<file path="config.mk">
export PLATFORM = sky130hd
export DESIGN_NAME = cap_timer
export DESIGN_NICKNAME = d
export VERILOG_FILES = /design/src/rtl/cap_timer_pkg.sv /design/src/rtl/cap_timer_sync.sv /design/src/rtl/cap_timer_count.sv /design/src/rtl/cap_timer_post.sv /design/src/rtl/cap_timer.sv
export SDC_FILE = /design/constraint.sdc
export NUM_CORES = 1
export LEC_CHECK = 0
export BUFFER_PORTS_ARGS = -buffer_cell sky130_fd_sc_hd__buf_2
export CORE_UTILIZATION = 55
export DETAILED_ROUTE_END_ITERATION = 7
export GPL_TIMING_DRIVEN = 0
export PLACE_DENSITY = 0.81
export SYNTH_ARGS = -nofsm -noshare
export SYNTH_HDL_FRONTEND = slang
export SYNTH_SLANG_ARGS = --single-unit
</file>
<file path="constraint.sdc">
create_clock -name clk -period 4.2 [get_ports clk]
set_input_delay 0.42 -clock clk [delete_from_list [all_inputs] [get_ports clk]]
set_output_delay 0.42 -clock clk [all_outputs]
set_load 0.02 [all_outputs]
</file>
<file path="src/rtl/cap_timer_pkg.sv">
package cap_timer_pkg;

  localparam int unsigned CTRL_W  = 32;
  localparam int unsigned POST_W  = 8;
  localparam int unsigned EV_N    = 32;
  localparam int unsigned EV_SELW = $clog2(EV_N);
  localparam int unsigned PIN_N   = 2;

  localparam logic [2:0] SRC_CORE = 3'd0;
  localparam logic [2:0] SRC_LP   = 3'd1;
  localparam logic [2:0] SRC_PIN0 = 3'd2;
  localparam logic [2:0] SRC_PIN1 = 3'd3;

  typedef struct packed {
    logic [POST_W-1:0]  post_tgt;
    logic               post_en;
    logic               irq_src;
    logic               cap_en;
    logic [EV_SELW-1:0] ev_sel;
    logic [2:0]         clk_sel;
    logic               up;
    logic               run;
    logic               periodic;
  } ctrl_t;

  function automatic logic [POST_W-1:0] post_effective(input logic [POST_W-1:0] tgt);
    return (tgt == '0) ? POST_W'(1) : tgt;
  endfunction

endpackage

</file>
<file path="src/rtl/cap_timer_sync.sv">
module cap_timer_sync #(
  parameter int unsigned N = 2
) (
  input  logic         clk,
  input  logic         rst_n,
  input  logic [N-1:0] pin_i,
  output logic [N-1:0] rise_o
);
  for (genvar g = 0; g < N; g++) begin : g_pin
    logic [2:0] sh;
    always_ff @(posedge clk or negedge rst_n) begin
      if (!rst_n) sh <= '0;
      else        sh <= {sh[1:0], pin_i[g]};
    end
    // sh[1] is the synchronised level, sh[2] its previous value
    assign rise_o[g] = sh[1] & ~sh[2];
  end
endmodule

</file>
<file path="src/rtl/cap_timer_count.sv">
module cap_timer_count #(
  parameter int unsigned W = 32
) (
  input  logic         clk,
  input  logic         rst_n,
  input  logic         step_i,
  input  logic         run_i,
  input  logic         up_i,
  input  logic         periodic_i,
  input  logic         load_wr_i,
  input  logic [W-1:0] load_val_i,
  output logic [W-1:0] load_o,
  output logic [W-1:0] count_o,
  output logic         ovf_o
);
  logic [W-1:0] cnt_q, load_q;

  function automatic logic hit_limit(input logic [W-1:0] c, input logic [W-1:0] ld,
                                     input logic up, input logic per);
    if (up) return c == (per ? ld : {W{1'b1}});
    return c == '0;
  endfunction

  function automatic logic [W-1:0] next_count(input logic [W-1:0] c, input logic [W-1:0] ld,
                                              input logic up, input logic per);
    if (hit_limit(c, ld, up, per)) return up ? '0 : (per ? ld : {W{1'b1}});
    return up ? c + 1'b1 : c - 1'b1;
  endfunction

  always_ff @(posedge clk or negedge rst_n) begin
    if (!rst_n) begin
      cnt_q  <= '0;
      load_q <= '0;
    end else begin
      if (load_wr_i) load_q <= load_val_i;
      if (load_wr_i && !run_i) cnt_q <= load_val_i;
      else if (step_i)         cnt_q <= next_count(cnt_q, load_q, up_i, periodic_i);
    end
  end

  assign ovf_o   = step_i & hit_limit(cnt_q, load_q, up_i, periodic_i);
  assign count_o = cnt_q;
  assign load_o  = load_q;
endmodule

</file>
<file path="src/rtl/cap_timer_post.sv">
module cap_timer_post
  import cap_timer_pkg::*;
(
  input  logic              clk,
  input  logic              rst_n,
  input  logic              restart_i,
  input  logic              en_i,
  input  logic              ovf_i,
  input  logic [POST_W-1:0] target_i,
  output logic [POST_W-1:0] live_o,
  output logic              match_o
);
  localparam logic [POST_W-1:0] FIRST = POST_W'(1);
  logic [POST_W-1:0] live_q;

  assign match_o = en_i & ovf_i & (live_q == post_effective(target_i));

  always_ff @(posedge clk or negedge rst_n) begin
    if (!rst_n)             live_q <= FIRST;
    else if (restart_i)     live_q <= FIRST;
    else if (en_i && ovf_i) live_q <= match_o ? FIRST : live_q + 1'b1;
  end

  assign live_o = live_q;
endmodule

</file>
<file path="src/rtl/cap_timer.sv">
module cap_timer
  import cap_timer_pkg::*;
#(
  parameter int unsigned TW = 32
) (
  input  logic          clk,
  input  logic          rst_n,
  input  logic          wr_ctrl,
  input  logic          wr_load,
  input  logic [31:0]   wdata,
  input  logic          clr_irq,
  input  logic          lp_tick,
  input  logic [1:0]    ext_pin,
  input  logic [31:0]   events,
  output logic [31:0]   ctrl_rd,
  output logic [TW-1:0] load_rd,
  output logic [TW-1:0] count,
  output logic [TW-1:0] capture,
  output logic          irq
);
  ctrl_t             ctrl_q;
  logic              flag_q, irq_q;
  logic [TW-1:0]     cap_q;
  logic [PIN_N-1:0]  pin_rise;
  logic              tick, step, ovf, post_match, irq_set, cap_hit;
  logic [POST_W-1:0] post_live;
  logic              unused_wbits;

  assign unused_wbits = ^{wdata[22:19], wdata[5:0]};

  always_ff @(posedge clk or negedge rst_n) begin
    if (!rst_n) begin
      ctrl_q          <= '0;
      ctrl_q.post_tgt <= POST_W'(1);
    end else if (wr_ctrl) begin
      ctrl_q <= '{post_tgt: wdata[31:24], post_en: wdata[23], irq_src: wdata[18],
                  cap_en: wdata[17], ev_sel: wdata[16:12], clk_sel: wdata[11:9],
                  up: wdata[8], run: wdata[7], periodic: wdata[6]};
    end
  end

  cap_timer_sync #(.N(PIN_N)) u_sync (
    .clk(clk), .rst_n(rst_n), .pin_i(ext_pin), .rise_o(pin_rise)
  );

  always_comb begin
    unique case (ctrl_q.clk_sel)
      SRC_CORE: tick = 1'b1;
      SRC_LP:   tick = lp_tick;
      SRC_PIN0: tick = pin_rise[0];
      SRC_PIN1: tick = pin_rise[1];
      default:  tick = 1'b0;
    endcase
  end
  assign step = ctrl_q.run & tick;

  cap_timer_count #(.W(TW)) u_count (
    .clk(clk), .rst_n(rst_n), .step_i(step), .run_i(ctrl_q.run), .up_i(ctrl_q.up),
    .periodic_i(ctrl_q.periodic), .load_wr_i(wr_load), .load_val_i(wdata[TW-1:0]),
    .load_o(load_rd), .count_o(count), .ovf_o(ovf)
  );

  cap_timer_post u_post (
    .clk(clk), .rst_n(rst_n), .restart_i(wr_ctrl), .en_i(ctrl_q.post_en), .ovf_i(ovf),
    .target_i(ctrl_q.post_tgt), .live_o(post_live), .match_o(post_match)
  );

  assign irq_set = ctrl_q.irq_src ? post_match : ovf;
  assign cap_hit = ctrl_q.cap_en & events[ctrl_q.ev_sel];

  always_ff @(posedge clk or negedge rst_n) begin
    if (!rst_n) begin
      flag_q <= 1'b0;
      irq_q  <= 1'b0;
      cap_q  <= '0;
    end else begin
      if (post_match)   flag_q <= 1'b1;
      else if (clr_irq) flag_q <= 1'b0;
      if (irq_set)      irq_q  <= 1'b1;
      else if (clr_irq) irq_q  <= 1'b0;
      if (cap_hit)      cap_q  <= count;
    end
  end

  assign ctrl_rd = {post_live, ctrl_q.post_en, 3'b000, flag_q, ctrl_q.irq_src, ctrl_q.cap_en,
                    ctrl_q.ev_sel, ctrl_q.clk_sel, ctrl_q.up, ctrl_q.run, ctrl_q.periodic, 6'b0};
  assign capture = cap_q;
  assign irq     = irq_q;
endmodule

</file>
### After elaboration in Yosys (flattened, before gate mapping)

Index checks and enable logic that the tools add are counted.

| operators by class | value |
|---|---|
| reduce and logical (&&, ||, !) cells | 10 |
| bitwise logic cells | 9 |
| add/sub/neg operators | 3 |
| $lt $le $gt $ge | 1 |
| muxes and demuxes | 29 |
| equality and inequality tests | 5 |

Operators by type and width:

| operator | number |
|---|---|
| $mux W32 | 7 |
| $add A32 B1 Y32 const B | 1 |
| $eq A32 B32 Y1 | 1 |
| $logic_not A32 Y1 | 1 |
| $mux W8 | 4 |
| $sub A32 B1 Y32 const B | 1 |
| $mux W1 | 16 |
| $add A8 B1 Y8 const B | 1 |
| $eq A8 B8 Y1 | 1 |
| $logic_not A8 Y1 | 1 |
| $reduce_bool A2 Y1 | 4 |
| $and A1 B1 Y1 | 7 |
| $eq A3 B2 Y1 const B | 2 |
| $lt A5 B6 Y1 const B | 1 |
| $bmux W1 S5 | 1 |
| $pmux W1 S4 | 1 |
| $eq A3 B1 Y1 const B | 1 |
| $logic_not A3 Y1 | 1 |
| $logic_and A1 B1 Y1 | 2 |
| $not A1 Y1 | 2 |
| $logic_not A1 Y1 | 1 |

| storage, ports and cells | value |
|---|---|
| bits of input ports | 72 |
| output and inout bits | 129 |
| word-level logic and storage cells | 74 |
| register bits after elaboration | 134 |

### Depth between registers and ports, before layout

| logic depth | value |
|---|---|
| depth after elaboration | 15 |
| gate-level depth with buffers | 13 |
| mapped depth without buffers | 11 |

### Hierarchy

Synthesis repeated with hierarchy kept, for this count alone.

| second synthesis, totals | value |
|---|---|
| cell total of the unflattened synthesis | 945 |
| area, all modules | 9212.6 um^2 |

Modules (own cells, without submodules):

| module | area an instance (um^2) | instances | cells an instance | sequential area each (um^2) |
|---|---|---|---|---|
| cap_timer_count | 5595.4 | 1 | 690 | 1601.5 |
| cap_timer | 2761.4 | 1 | 178 | 1402.6 |
| cap_timer_post | 678.2 | 1 | 69 | 201.4 |
| cap_timer_sync | 177.7 | 1 | 8 | 150.1 |

### Worst setup path before layout

Ideal clock, no wire load.

| timing path | value |
|---|---|
| path type | reg2reg |
| from | register ctrl_q, in the netlist ctrl_rd[8] |
| to | register u_count.cnt_q[26] (netlist: u_count.count_o[26]) |
| data required time | 4.080 ns |
| arrival time | 3.184 ns |
| period minus slack after synthesis | 3.304 ns |
| library setup time | 0.120 ns |
| buffers on the path | 1 |
| stages on the path, launching flop included | 13 |
| slack | 0.896 ns |
| path through | dfrtp_1 -> inv_1 -> ha_1 -> clkbuf_1 -> a21o_1 -> a31o_2 -> a221oi_1 -> o21bai_1 -> a31o_2 -> a211oi_1 -> o31a_1 -> mux2i_1 -> nor2_1 |

| on the way | value |
|---|---|
| word-level cells in the longest chain between the ends | 12 |
| elaborated cells on any way between the ends | 15 |
| those cells by class | mux (15) |

RTL lines:

| item | RTL line | RTL |
|---|---|---|
| from (decl) | cap_timer.sv:21 | `ctrl_t ctrl_q;` |
| from (signal assigned) | cap_timer.sv:36 | `ctrl_q <= '{post_tgt: wdata[31:24], post_en: wdata[23], irq_src: wdata[18],` |
| $mux W1 | cap_timer_count.sv:20 | `if (up) return c == (per ? ld : {W{1'b1}});` |
| $mux W1 | cap_timer_count.sv:37 | `else if (step_i) cnt_q <= next_count(cnt_q, load_q, up_i, periodic_i);` |
| $mux W1 | cap_timer_count.sv:36 | `if (load_wr_i && !run_i) cnt_q <= load_val_i;` |
| $mux W1 | cap_timer_count.sv:21 | `return c == '0;` |
| $mux W1 | cap_timer_count.sv:37 |  |
| $mux W1 | cap_timer_count.sv:36 |  |
| $mux W1 | cap_timer_count.sv:26 | `if (hit_limit(c, ld, up, per)) return up ? '0 : (per ? ld : {W{1'b1}});` |
| $mux W1 | cap_timer_count.sv:37 |  |
| $mux W1 | cap_timer_count.sv:36 |  |
| $mux W32 (*) | cap_timer_count.sv:27 | `return up ? c + 1'b1 : c - 1'b1;` |
| $mux W32 (*) | cap_timer_count.sv:37 |  |
| $mux W32 (*) | cap_timer_count.sv:36 |  |
| to (signal assigned) | cap_timer_count.sv:36 |  |
| to (signal assigned) | cap_timer_count.sv:37 |  |
| to (decl) | cap_timer_count.sv:16 | `logic [W-1:0] cnt_q, load_q;` |

Mark *: on every way between the ends. The rest lies on a longest branch, timed or not. The select of a mux whose other input is x is not followed.
A chain may end at the register's enable or synchronous reset.

### Worst setup path in the final report

| timing path | value |
|---|---|
| from | register ctrl_q, in the netlist ctrl_rd[8] |
| to | register u_count.cnt_q[31] (netlist: u_count.count_o[31]) |

The elaborated chain is that of the path after synthesis.

==> insert_results.sql <==
INSERT INTO impl_metrics (metric_group, metric, value, unit) VALUES
('pwr', 'power.static_leakage', '0.004770', 'uW'),
('die', 'design.portCount', '201', ''),
('grt', 'overall_global_routing_usage', '36.03', '%'),
('synth', 'synth.cell_area', '8537', 'um^2'),
('pwr', 'p_clk_share', '23.4', '%'),
('drt', 'postRouteWirelength', '28440', 'um'),
('setup_path', 'cp_cell_sequence', 'clkinvlp_4 -> ha_1 -> o21ai_0 -> o211ai_1 -> and2_1 -> a31oi_1 -> o31ai_1 -> a31oi_1 -> o21ai_0 -> xnor2_1 -> o21ai_1', ''),
('finish', 'fraction_of_layout_instances_using_a_drive_strength_above_1', '32.34', '%'),
('cts', 'cts_tree', 'yes', ''),
('pwr', 'power_report.internal_total', '3668', 'uW'),
('timing', 'finClkSkew', '10.56', 'ps'),
('timing', 'relSlewSlack', '32.71', '%'),
('outcome', 'run_status', 'completed', ''),
('synth', 'postSynth.topFlopCell', 'sky130_fd_sc_hd__dfrtp_1', ''),
('drt', 'ant_nets', '0', ''),
('synth', 'synth_most_common_cell', 'sky130_fd_sc_hd__dfrtp_1', ''),
('cts', 'path_clk_slew', '60', 'ps'),
('setup_path', 'critical_path.startpoint_type', 'flop', ''),
('finish', 'layoutNonFillerInstCount', '1292', ''),
('cts', 'clkLatencyLatePin', '440', 'ps'),
('die', 'placementRows', '45', ''),
('placement', 'dp_hpwl', '21000', 'um'),
('grt', 'via_count_of_the_first_global_routing_pass', '7752', ''),
('grt', 'initial_antenna_violation_count', '0', ''),
('drt', 'detailroute.via_count', '8374', ''),
('finish', 'antenna_cells', '0', ''),
('setup_path', 'worst_path_max_stage_delay', '680', 'ps'),
('setup_path', 'critical_path.top_delay_family', 'compound AO/OA/AOI/OAI gates', ''),
('placement', 'placed_cells_incl_taps', '1258', ''),
('die', 'area_of_the_core_region', '15200', 'um^2'),
('pwr', 'ir_worst_vdd', '0.0003585', 'V'),
('placement', 'port_buffers', '189', ''),
('synth', 'synth-edff-count', '0', ''),
('setup_path', 'timing.critical_path.required', '4500', 'ps'),
('setup_path', 'timing.setup.critical_path_class', 'flop to flop', ''),
('synth', 'post_synthesis_instance_total', '872', ''),
('setup_path', 'arrival', '4320', 'ps'),
('timing', 'final_critical_period', '4020', 'ps'),
('synth', 'yosysSeqAreaShare', '39.31', '%'),
('timing', 'fmaxAchievable', '248.8', 'MHz'),
('drt', 'number_of_detailed_route_iterations_in_the_first_pass', '6', ''),
('finish', 'nFillCells', '1206', ''),
('drt', 'routed_via_density', '6.481', ''),
('grt', 'global_route.overflow_total', '0', ''),
('die', 'fp.dieW', '126.6', 'um'),
('timing', 'rsz_0062_raised_after_global_routing', 'no', ''),
('timing', 'max_slew.worst_pin.slew', '1009', 'ps'),
('cts', 'ctsHtreeMaxLevel', '4', ''),
('timing', 'period_share', '95.72', '%'),
('timing', 'slew_violations', '0', ''),
('pwr', 'power.net_switching', '2825', 'uW'),
('synth', 'post_synth_num_cell_types', '79', ''),
('drt', 'detail_route.wl_per_cell', '22.01', 'um'),
('cts', 'clock_sinks', '134', ''),
('setup_path', 'timing.critical_path.slowest_stage_cell', 'sky130_fd_sc_hd__dfrtp_1', ''),
('synth', 'synth_top_area_cell', 'sky130_fd_sc_hd__dfrtp_1', ''),
('cts', 'clock_path_buffers', '2', ''),
('timing', 'fin_worst_hold_slack', '92.92', 'ps'),
('synth', 'top_cell_types_by_occurrence_after_synthesis', 'sky130_fd_sc_hd__dfrtp_1, sky130_fd_sc_hd__nand2_1, sky130_fd_sc_hd__mux2_2', ''),
('timing', 'timing.final.hold_violations', '0', ''),
('placement', 'gp_congestion', '0.9881', ''),
('die', 'floorplan.initialDensity', '56.16', '%'),
('setup_path', 'cp_num_buf_inv', '1', ''),
('drt', 'drc', '0', ''),
('finish', 'final_nets', '1195', ''),
('setup_path', 'critical_path.endpoint_type', 'flop', ''),
('synth', 'yosys.area.top_type_share', '38.69', '%'),
('min_path', 'hold_class', 'primary input to flop', ''),
('die', 'die_area', '16020', 'um^2'),
('cts', 'tritoncts.num_buffers', '17', ''),
('synth', 'syn_avg_cell_area', '9.790', 'um^2');
[area by class of cell]
cell class	instances	area (um^2)	area share (%)
timing repair inverter	1	5.005	0.04804
sequential	134	3356	32.21
inverter	34	131.4	1.261
timing repair buffer	191	989.7	9.499
clock buffer	19	452.9	4.347
multi-input combinational	645	4726	45.36
buffer	67	376.6	3.615
clock inverter	13	146.4	1.405
tap	188	235.2	2.258
[routing by layer]
layer  GRT usage, %  part of all wire (%)  routed length [um]
met5              0                     0                   0
met4          16.87                   4.4                1262
met3          10.84                    11                3222
met2          54.73                    45               12720
met1          47.40                    40               11240
[through the flow]
step	area [um^2]	setup WS [ps]	util, %
finish	10420	179.9	68.54
global route	10420	21.79	68.54
CTS	10400	27.03	68.40
detailed placement	9788	39.12	64.39
global placement	9748	-27.76	64.12
floorplan	8567	895.9	-
[cell families after synthesis]
group | count (synthesis) | synth area share [%]
XOR/XNOR | 42 | 4.309
AO/OA/AOI/OAI | 247 | 19.30
buffers and inverters | 101 | 5.906
other | 1 | 0.04393
adder cells (fa/ha/maj) | 32 | 4.778
multiplexers | 84 | 12.33
AND/OR/NAND/NOR | 231 | 14.03
flip-flops | 134 | 39.31
[what timing repair did]
action | CTS | global route
setup endpoints to repair | 0 | 4
hold buffers | 1 | 0
hold endpoints to repair | 52 | 0
gates resized for setup | 0 | 1
[state kept, by name, indices dropped and copies added (netlist names)]
register and count:
capture 32, u_count.count_o 32, u_count.load_o 32, ctrl_rd 14, ctrl_q 8, u_post.live_o 8, u_sync.g_pin.sh 6, flag_q 1
irq 1
[layout by cell type (no fill, tap or decap), drive strengths merged, types with 10 or more instances in the layout]
cell	n
buf	226
dfrtp	132
o21ai	80
nand2	78
mux2	69
clkbuf	50
a21oi	36
nor2	36
inv	36
ha	31
nor2b	24
xnor2	22
xor2	20
o22ai	20
nor3	16
nand3	14
a21o	14
nor4	14
a31oi	12
mux4	10
nand4	10
[worst paths after layout]
path	start	to	slack (ps)	cells after the start
worst max-delay path	ctrl_rd[8]	u_count.count_o[31]	180	11
worst min-delay path	ext_pin[0]	u_sync.g_pin[0].sh[0]	90	1
worst max register to register	ctrl_rd[8]	u_count.count_o[31]	180	11
worst min register to register	u_sync.g_pin[0].sh[0]	u_sync.g_pin[0].sh[1]	350	0
max in group asynchronous	rst_n	u_count.count_o[8]	2890	3
min in group asynchronous	rst_n	u_post.live_o[4]	520	2
[power groups by stage]
stage	registers, uW	logic [uW]	clock network [uW]
floorplan	2250	1670	0
global placement	2020	2800	0
detailed placement	2030	2850	0
CTS	2010	2880	1520
global route	2070	3150	1590
finish	2040	2930	1520
No activity file was read; power rests on OpenSTA's default activity.
